===== src/rtl/rtc_pkg.sv =====
package rtc_pkg;

  localparam int REG_AW = 3;
  localparam int BYTE_W = 8;

  localparam logic [REG_AW-1:0] A_CTRL = 3'd0;
  localparam logic [REG_AW-1:0] A_SEC  = 3'd1;
  localparam logic [REG_AW-1:0] A_MIN  = 3'd2;
  localparam logic [REG_AW-1:0] A_HR   = 3'd3;
  localparam logic [REG_AW-1:0] A_DOW  = 3'd4;
  localparam logic [REG_AW-1:0] A_DATE = 3'd5;
  localparam logic [REG_AW-1:0] A_MON  = 3'd6;
  localparam logic [REG_AW-1:0] A_YR   = 3'd7;

  typedef struct packed {
    logic [BYTE_W-1:0] cent;
    logic [BYTE_W-1:0] yr;
    logic [BYTE_W-1:0] mon;
    logic [BYTE_W-1:0] date;
    logic [BYTE_W-1:0] dow;
    logic [BYTE_W-1:0] hr;
    logic [BYTE_W-1:0] min;
    logic [BYTE_W-1:0] sec;
  } rtc_time_t;

  localparam rtc_time_t TIME_AT_RESET = '{
    cent: 8'h00, yr: 8'h00, mon: 8'h01, date: 8'h01,
    dow: 8'h01, hr: 8'h00, min: 8'h00, sec: 8'h00
  };

  // Add one to a two-digit packed BCD value.
  function automatic logic [7:0] bcd_inc(input logic [7:0] v);
    if (v[3:0] == 4'h9) return {v[7:4] + 4'h1, 4'h0};
    else                return {v[7:4], v[3:0] + 4'h1};
  endfunction

  // A two-digit BCD year is a multiple of 4 when an even tens digit pairs
  // with 0/4/8, or an odd tens digit pairs with 2/6.
  function automatic logic bcd_leap(input logic [7:0] y);
    if (y[4]) return (y[3:0] == 4'h2) || (y[3:0] == 4'h6);
    else      return (y[3:0] == 4'h0) || (y[3:0] == 4'h4) || (y[3:0] == 4'h8);
  endfunction

  function automatic logic [7:0] month_last_day(input logic [7:0] m,
                                                input logic [7:0] y);
    case (m)
      8'h02:                      return bcd_leap(y) ? 8'h29 : 8'h28;
      8'h04, 8'h06, 8'h09, 8'h11: return 8'h30;
      default:                    return 8'h31;
    endcase
  endfunction

endpackage


===== src/rtl/rtc_counter.sv =====
module rtc_counter
  import rtc_pkg::*;
#(
  parameter logic [7:0] CENT_LAST = 8'h39
) (
  input  logic      clk,
  input  logic      rst,
  input  logic      tick_i,
  input  logic      stop_i,
  input  logic      load_i,
  input  rtc_time_t load_val_i,
  output rtc_time_t cnt_o
);

  rtc_time_t cnt, nxt;
  logic      adv;

  assign adv = tick_i & ~stop_i;

  always_comb begin
    nxt = cnt;
    if (adv) begin
      if (cnt.sec == 8'h59) begin
        nxt.sec = 8'h00;
        if (cnt.min == 8'h59) begin
          nxt.min = 8'h00;
          if (cnt.hr == 8'h23) begin
            nxt.hr  = 8'h00;
            nxt.dow = (cnt.dow == 8'h07) ? 8'h01 : bcd_inc(cnt.dow);
            if (cnt.date == month_last_day(cnt.mon, cnt.yr)) begin
              nxt.date = 8'h01;
              if (cnt.mon == 8'h12) begin
                nxt.mon = 8'h01;
                if (cnt.yr == 8'h99) begin
                  nxt.yr   = 8'h00;
                  nxt.cent = (cnt.cent == CENT_LAST) ? 8'h00 : bcd_inc(cnt.cent);
                end else begin
                  nxt.yr = bcd_inc(cnt.yr);
                end
              end else begin
                nxt.mon = bcd_inc(cnt.mon);
              end
            end else begin
              nxt.date = bcd_inc(cnt.date);
            end
          end else begin
            nxt.hr = bcd_inc(cnt.hr);
          end
        end else begin
          nxt.min = bcd_inc(cnt.min);
        end
      end else begin
        nxt.sec = bcd_inc(cnt.sec);
      end
    end
  end

  always_ff @(posedge clk) begin
    if (rst)         cnt <= TIME_AT_RESET;
    else if (load_i) cnt <= load_val_i;
    else             cnt <= nxt;
  end

  assign cnt_o = cnt;

  logic at_midnight_edge;
  assign at_midnight_edge = (cnt.sec == 8'h59) && (cnt.min == 8'h59) && (cnt.hr == 8'h23);

  assert_sec_wrap_R4: assert property (@(posedge clk) disable iff (rst)
    (tick_i && !stop_i && !load_i && cnt.sec == 8'h59)
      |=> (cnt.sec == 8'h00 && cnt.min != $past(cnt.min)));

  assert_dow_wrap_R4: assert property (@(posedge clk) disable iff (rst)
    (tick_i && !stop_i && !load_i && at_midnight_edge && cnt.dow == 8'h07)
      |=> (cnt.dow == 8'h01));

  assert_leap_feb_R5: assert property (@(posedge clk) disable iff (rst)
    (tick_i && !stop_i && !load_i && at_midnight_edge && cnt.mon == 8'h02
     && cnt.date == 8'h28 && bcd_leap(cnt.yr))
      |=> (cnt.date == 8'h29 && cnt.mon == 8'h02));

  assert_year_wrap_R6: assert property (@(posedge clk) disable iff (rst)
    (tick_i && !stop_i && !load_i && at_midnight_edge && cnt.mon == 8'h12
     && cnt.date == 8'h31 && cnt.yr == 8'h99)
      |=> (cnt.yr == 8'h00 && cnt.mon == 8'h01));

  assert_hold_when_stopped_R3: assert property (@(posedge clk) disable iff (rst)
    (stop_i && !load_i) |=> $stable(cnt));

endmodule


===== src/rtl/rtc_host_regs.sv =====
module rtc_host_regs
  import rtc_pkg::*;
(
  input  logic              clk,
  input  logic              rst,
  input  logic [REG_AW-1:0] addr,
  input  logic [BYTE_W-1:0] wdata,
  input  logic              wr,
  input  logic              rd,
  input  rtc_time_t         live_i,
  output logic [BYTE_W-1:0] rdata,
  output logic              osc_stop_o,
  output logic              load_bit_o,
  output logic              xfer_o,
  output rtc_time_t         xfer_val_o
);

  rtc_time_t view;
  logic      load_bit, freeze_bit, osc_stop;
  logic      ctrl_wr;

  assign ctrl_wr = wr && (addr == A_CTRL);

  always_ff @(posedge clk) begin
    if (rst) begin
      view       <= TIME_AT_RESET;
      load_bit   <= 1'b0;
      freeze_bit <= 1'b0;
      osc_stop   <= 1'b1;
    end else begin
      if (!load_bit && !freeze_bit) view <= live_i;
      if (ctrl_wr) begin
        load_bit   <= wdata[7];
        freeze_bit <= wdata[6];
        if (load_bit || wdata[7]) view.cent <= {2'b00, wdata[5:0]};
      end
      if (wr && addr == A_SEC) osc_stop <= wdata[7];
      if (wr && load_bit) begin
        case (addr)
          A_SEC:   view.sec  <= {1'b0, wdata[6:0]};
          A_MIN:   view.min  <= {1'b0, wdata[6:0]};
          A_HR:    view.hr   <= {2'b00, wdata[5:0]};
          A_DOW:   view.dow  <= {5'b00000, wdata[2:0]};
          A_DATE:  view.date <= {2'b00, wdata[5:0]};
          A_MON:   view.mon  <= {3'b000, wdata[4:0]};
          A_YR:    view.yr   <= wdata;
          default: ;
        endcase
      end
    end
  end

  // Transfer fires on the control write that clears a set load bit.
  always_comb begin
    xfer_val_o      = view;
    xfer_val_o.cent = {2'b00, wdata[5:0]};
  end
  assign xfer_o     = ctrl_wr && load_bit && !wdata[7];
  assign osc_stop_o = osc_stop;
  assign load_bit_o = load_bit;

  always_ff @(posedge clk) begin
    if (rst) begin
      rdata <= '0;
    end else if (rd) begin
      case (addr)
        A_CTRL:  rdata <= {load_bit, freeze_bit, view.cent[5:0]};
        A_SEC:   rdata <= {osc_stop, view.sec[6:0]};
        A_MIN:   rdata <= {1'b0, view.min[6:0]};
        A_HR:    rdata <= {2'b00, view.hr[5:0]};
        A_DOW:   rdata <= {5'b00000, view.dow[2:0]};
        A_DATE:  rdata <= {2'b00, view.date[5:0]};
        A_MON:   rdata <= {3'b000, view.mon[4:0]};
        default: rdata <= view.yr;
      endcase
    end
  end

  assert_view_frozen_R7: assert property (@(posedge clk) disable iff (rst)
    (freeze_bit && !load_bit && !ctrl_wr) |=> $stable(view));

  assert_rdata_hold_R11: assert property (@(posedge clk) disable iff (rst)
    !rd |=> $stable(rdata));

  assert_xfer_needs_load_R8: assert property (@(posedge clk) disable iff (rst)
    xfer_o |=> !load_bit);

endmodule


===== src/rtl/rtc_core.sv =====
module rtc_core
  import rtc_pkg::*;
#(
  parameter logic [7:0] CENT_LAST = 8'h39
) (
  input  logic              clk,
  input  logic              rst,
  input  logic              tick,
  input  logic [REG_AW-1:0] addr,
  input  logic [BYTE_W-1:0] wdata,
  input  logic              wr,
  input  logic              rd,
  output logic [BYTE_W-1:0] rdata
);

  rtc_time_t live, xfer_val;
  logic      osc_stop, load_bit, xfer;

  rtc_host_regs u_host (
    .clk        (clk),
    .rst        (rst),
    .addr       (addr),
    .wdata      (wdata),
    .wr         (wr),
    .rd         (rd),
    .live_i     (live),
    .rdata      (rdata),
    .osc_stop_o (osc_stop),
    .load_bit_o (load_bit),
    .xfer_o     (xfer),
    .xfer_val_o (xfer_val)
  );

  rtc_counter #(.CENT_LAST(CENT_LAST)) u_count (
    .clk        (clk),
    .rst        (rst),
    .tick_i     (tick),
    .stop_i     (osc_stop | load_bit),
    .load_i     (xfer),
    .load_val_i (xfer_val),
    .cnt_o      (live)
  );

  assert_xfer_lands_R8: assert property (@(posedge clk) disable iff (rst)
    xfer |=> (live == $past(xfer_val)));

  assert_ticks_dropped_R8: assert property (@(posedge clk) disable iff (rst)
    (load_bit && !xfer) |=> $stable(live));

endmodule


===== config.mk =====
export PLATFORM = sky130hd
export DESIGN_NAME = rtc_core
export DESIGN_NICKNAME = d
export VERILOG_FILES = /design/src/rtl/rtc_pkg.sv /design/src/rtl/rtc_counter.sv /design/src/rtl/rtc_host_regs.sv /design/src/rtl/rtc_core.sv
export SDC_FILE = /design/constraint.sdc
export NUM_CORES = 1
export LEC_CHECK = 0
export ABC_CLOCK_PERIOD_IN_PS = 3400
export BUFFER_PORTS_ARGS = -buffer_cell sky130_fd_sc_hd__buf_2
export CORE_ASPECT_RATIO = 0.8
export CORE_MARGIN = 1.5
export CORE_UTILIZATION = 55
export DETAILED_ROUTE_END_ITERATION = 10
export GPL_TIMING_DRIVEN = 0
export HOLD_SLACK_MARGIN = 0.08
export PLACE_DENSITY = 0.72
export SYNTH_ARGS = -nofsm -noshare
export SYNTH_HDL_FRONTEND = slang
export SYNTH_SLANG_ARGS = --single-unit

===== constraint.sdc =====
create_clock -name clk -period 3.4 [get_ports clk]
set_input_delay 0.17 -clock clk [delete_from_list [all_inputs] [get_ports clk]]
set_output_delay 0.17 -clock clk [all_outputs]
set_load 0.1 [all_outputs]

Yosys cells after proc, flatten, opt, wreduce, memory -nomap -nowiden
Cells that the tools add are included.

Add/subtract/negate cells: 16. Multiply operators: 0. Divide/modulo/power cells: 0. Magnitude comparators: 0. Equal/unequal tests: 32. Shift-type cells: 0. Mux-type cells: 48. Bitwise logic cells: 3. Reductions and logical operators: 48.

Operators by type and width (number): 8-bit two-way mux (29); 62-bit two-way mux (2); 4-bit by 1-bit adder with 4-bit output, second input constant (16); 64-bit two-way mux (1); 56-bit two-way mux (1); 8-bit one-hot mux with 7 select lines (1); 54-bit two-way mux (1); 46-bit two-way mux (1); 38-bit two-way mux (1); 4-bit == test, second input constant (9); 8-bit by 3-bit == test with 1-bit output, second input constant (3); 3-bit nonzero test (8); 22-bit two-way mux (1); 8-bit by 5-bit == test with 1-bit output, second input constant (2); 8-bit by 6-bit == test with 1-bit output, second input constant (2); 8-bit by 7-bit == test with 1-bit output, second input constant (2); 8-bit one-hot mux with 2 select lines (1); 8-bit AND reduction (2); 2-bit nonzero test (8); 5-bit AND reduction (3); 14-bit two-way mux (1); 7-bit AND reduction (2); 3-bit == test, second input constant (4); 6-bit AND reduction (2); other kinds (23) (44).

Flip-flop bits (word level): 139. Latch bits: 0. Bits in writable memories: 0. Bits in read-only memories: 0. Output and inout bits: 8. Logic and storage cells: 176. Memories kept: 0.

Depth between registers and ports, before layout
Depth after elaboration: 22. Gate-level depth with buffers: 12. Mapped depth without buffers: 9.

Modules after synthesis
Synthesis repeated with hierarchy kept, for this count alone.

Cell total of the unflattened synthesis: 1093. Area total of the unflattened synthesis: 8523.2 um2.

Modules (own cells, without submodules): rtc_counter (instances 1, cells an instance 574, area each 4416.7 um2, seq. area each 1281.2 um2); rtc_host_regs (instances 1, cells an instance 518, area each 4100.2 um2, seq. area each 1461.4 um2); rtc_core (instances 1, cells an instance 1, area each 6.3 um2, seq. area each 0.0 um2).

Least setup slack after synthesis
OpenSTA, ideal clock, no wires.

Path type: register -> register. Start: register u_count.cnt (netlist bit u_count.cnt_o[8]). End: register u_count.cnt (netlist bit u_count.cnt_o[50]). Library setup time: 0.091 ns. Arrival time: 2.466 ns. Data required time: 3.309 ns. Setup slack: 0.843 ns. Cell stages (with the launch flop): 9. Clock period less this slack: 2.557 ns. Cells stage by stage: dfxtp_1 > ha_1 > and3b_1 > buf_2 > or3b_1 > or4_4 > a2111oi_2 > nand3_1 > a311oi_1.

Cells in the longest elaborated chain, start to end: 3.

RTL lines: start: declaration (RTL line rtc_counter.sv:15) `rtc_time_t cnt, nxt;`; start signal: assignment (RTL line rtc_counter.sv:60) `else if (load_i) cnt <= load_val_i;`; start signal: assignment (RTL line rtc_counter.sv:61) `else cnt <= nxt;`; 8-bit by 7-bit == test with 1-bit output (RTL line rtc_counter.sv:25) `if (cnt.min == 8'h59) begin`; 2-bit nonzero test (no line); 6-bit AND reduction (no line).

Every way passes these cells. A chain may end at the register's enable or synchronous reset.

Worst setup path after layout
Start: register u_count.cnt (netlist bit u_count.cnt_o[8]). End: register u_count.cnt (netlist bit u_count.cnt_o[44]).

Same word-level chain as after synthesis.

==> reports/results.ini <==
[detailed_routing]
drt-vias-per-instance = 6.562
drt_wl_total_um = 28070
first_pass_iters = 7
drc = 0
wire_per_inst_um = 22.51
postRouteAntennaNets = 0
drt_iter0_drc = 1199
via_count = 8183

[layout]
fin_cells = 1247
layout-drive-gt1-share_pct = 7.873
syn_to_final_growth_pct = 12.10
num_antenna_cells = 0
nets = 1097
fillerInstances = 1231
fin_area_mm2 = 0.008798

[sta]
fin_skew_ps = 8.652
fmax_ghz = 0.3074
relSlewSlack_pct = 24.34
rsz0062_at_grt = false
setup_ws_ps = 147.3
final_hold_viol_count = 0
setup_violations = 0
post-route-min-period_ps = 3253
fin_crit_sh_pct = 95.67
tightest_slew_ps = 1135
maxSlewViolCount = 0

[synth]
synth_edf_count = 0
syn_area_mm2 = 0.007849
ys_ff_latch = 137
synthSimpleGateAreaFrac_pct = 27.64
synth_adder_area_share_pct = 3.985
synthMuxAreaShare_pct = 5.229
synth_cells = 1020
synth_cell_types = 72
synth-compound-area-share_pct = 21.82
synth_top_family_by_area = simple AND/OR/NAND/NOR gates
avgSynthCellArea_um2 = 7.695
synthFlopType = dfxtp_1
synth.top_cell.area_share_pct = 34.94
ys_seq_area_share_pct = 34.94
netlist_top_cells_area = dfxtp_1 35%, nand2_1 8.7%, nor2_1 6.4%, a311oi_1 5.0%, ha_1 4.0%
synth_largest_area_cell = dfxtp_1
async_flop_share_pct = 0
synth_nets = 1061
yosysWarningCount = 0
synth-xor-area-share_pct = 1.116

[placement]
place.gp.congestion = 0.9752
dp.cells = 1215
dp_hpwl_um = 19610
portBuffers = 15
pre_cts_slack_ps = -261.1
placed_cell_area_mm2 = 0.008149

[power_and_ir_drop]
power_w = 0.003824
power.leakage_nw = 3.062
p_per_area_mw_per_mm2 = 434.6
ir_worst_vdd_mv = 0.4055

[grt]
grt_start_max_net_pins = 17
grt_overflow = 0
track_usage_pct = 38.56
antenna_found_initial = 1
grt_pass1_wl_um = 42390
grt_pass1_vias = 7483

[floorplanning]
start_util_pct = 57.12
die_x_um = 136.6
dieArea_mm2 = 0.01500
coreArea_mm2 = 0.01374
dieHeight_um = 109.8
rows = 38
ioPinCount = 24

[run]
drv_cap = 0

[cts]
cts.sinks = 137
htreeDepth = 4
clock-root-buffer = clkbuf_16
cts_tree = built
numCtsBuffers = 17
clock_latency_ps = 440
clockBufferDepth = 2
clk_pin_slew_ps = 60
post_cts_buffers = 0

[worst_setup_path]
crit_path_max_incr_delay_ps = 550
path_cells = ha_1 > and3b_1 > buf_2 > or3b_1 > or4_1 > clkbuf_1 > a21oi_1 > a31oi_1 > a211oi_1
worst-setup-path-type = flip-flop to flip-flop
cp_slowest_cell = a21oi_1
critPathArrivalTime_ps = 3600
start_kind = flip-flop
cp.required_ps = 3740
crit_path_end_kind = flip-flop
cp_max_fo = 9

[outcome]
status = finished clean

[min_path]
min_path_type = input pin to flip-flop

[stage by stage]
step                hold WS (ps)  util [%]  setup TNS [ps]
finish                     86.63     64.03               0
global route               92.81     64.03               0
CTS                        81.15     63.88               0
detailed placement         451.5     59.31           -5779
global placement           444.5     59.31           -4856
floorplan                  302.6         -               0
[cell usage in the layout, fill, tap and decap left out, types with 4 or more instances in the layout]
cell type and count:
nand2_1 182, dfxtp_1 137, nor2_1 133, clkbuf_1 58, a21oi_1 52, a311oi_1 45
o21ai_0 41, nor3_1 37, nand3_1 27, inv_1 25, ha_1 25, a211oi_1 23
mux2i_1 23, buf_2 22, clkbuf_16 17, o211ai_1 16, nand3b_1 15, nand2b_1 15
buf_1 10, a31oi_1 9, nand4_1 8, and3_1 8, nor2b_1 8, mux4_2 7
a22oi_1 6, xnor2_1 6, clkbuf_2 5, or3_1 5, nor3b_1 5, and3b_1 4
xor2_1 4, o21bai_1 4, clkinv_2 4, bufinv_16 4
[worst paths after layout]
| path | startpoint | to | slack (ps) | cells after the start |
|---|---|---|---|---|
| min reg2reg | u_host.xfer_val_o[30]$_SDFF_PP0_ | u_host.xfer_val_o[30]$_SDFF_PP0_ | 460 | 2 |
| max | u_count.cnt_o[8]$_SDFFE_PP0P_ | u_count.cnt_o[44]$_SDFFE_PP0P_ | 150 | 9 |
| min | rst | u_count.cnt_o[43]$_SDFFE_PP0P_ | 90 | 4 |
| max reg2reg | u_count.cnt_o[8]$_SDFFE_PP0P_ | u_count.cnt_o[44]$_SDFFE_PP0P_ | 150 | 9 |
[registers in the layout (all words and copies together), names as in the netlist]
signal and flops:
u_host.osc_stop_o 1, u_host.load_bit_o 1, u_count.cnt_o 64, u_host.freeze_bit 1
u_host.view 6, u_host.xfer_val_o 56, u_host.rdata 8
[routing by layer]
layer | part of all wire (%) | up-vias | track usage [%]
li1 | - | 3725 | -
met3 | 13 | 101 | 11.71
met4 | 4.5 | 2 | 19.38
met5 | 0.046 | - | 0
met1 | 41 | 3828 | 52.12
met2 | 41 | 527 | 55.42
[timing repair]
item | in CTS | in global routing
hold buffers | 2 | 0
gates resized for setup | 0 | 9
endpoints found under the hold margin | 5 | 0
setup endpoints to repair | 0 | 31
[cell families after synthesis]
kind of cell | after synthesis
AOI/OAI and AO/OA | 241
buffers and inverters | 106
adders and majority gates | 25
DFF | 137
and+or+nand+nor | 469
xor gates and xnor gates | 10
muxes | 32
[final cells by class]
cell class	count	area, um2	share of cell area [%]
Inverter	26	97.59	1.109
Buffer	80	325.3	3.697
Clock buffer	21	460.4	5.233
Sequential cell	137	2743	31.17
Timing Repair Buffer	17	95.09	1.081
Clock inverter	9	147.6	1.678
Multi-Input combinational cell	777	4705	53.47
Tap cell	180	225.2	2.560
[Yosys cell counts, types with 4 or more instances]
library cell  count
nand2_1         182
dfxtp_1         137
nor2_1          133
clkbuf_1         59
a21oi_1          52
a311oi_1         45
o21ai_0          41
nor3_1           38
nand3_1          27
ha_1             25
inv_1            25
a211oi_1         23
mux2i_1          23
o211ai_1         16
nand2b_1         15
nand3b_1         15
buf_1            11
a31oi_1           9
and3_1            8
nand4_1           8
nor2b_1           8
buf_2             7
mux4_2            7
a22oi_1           6
xnor2_1           6
nor3b_1           5
or3_1             5
and3b_1           4
o21bai_1          4
xor2_1            4
[worst max-delay path: cells and delay by family, from the launching register on]
family	cells	cell delay [ps]
buf+inv	2	480
compound gates	3	970
fa+ha+maj	1	180
flops	1	450
simple gates	3	1070
[power by group]
| part | switching (W) | internal (W) |
|---|---|---|
| Clock | 0.000721 | 0.00125 |
| Combinational | 0.000167 | 0.0000531 |
| Sequential | 0.0000140 | 0.00162 |
| Total | 0.000902 | 0.00292 |
Note: power is estimated with default switching activity, not from simulation.
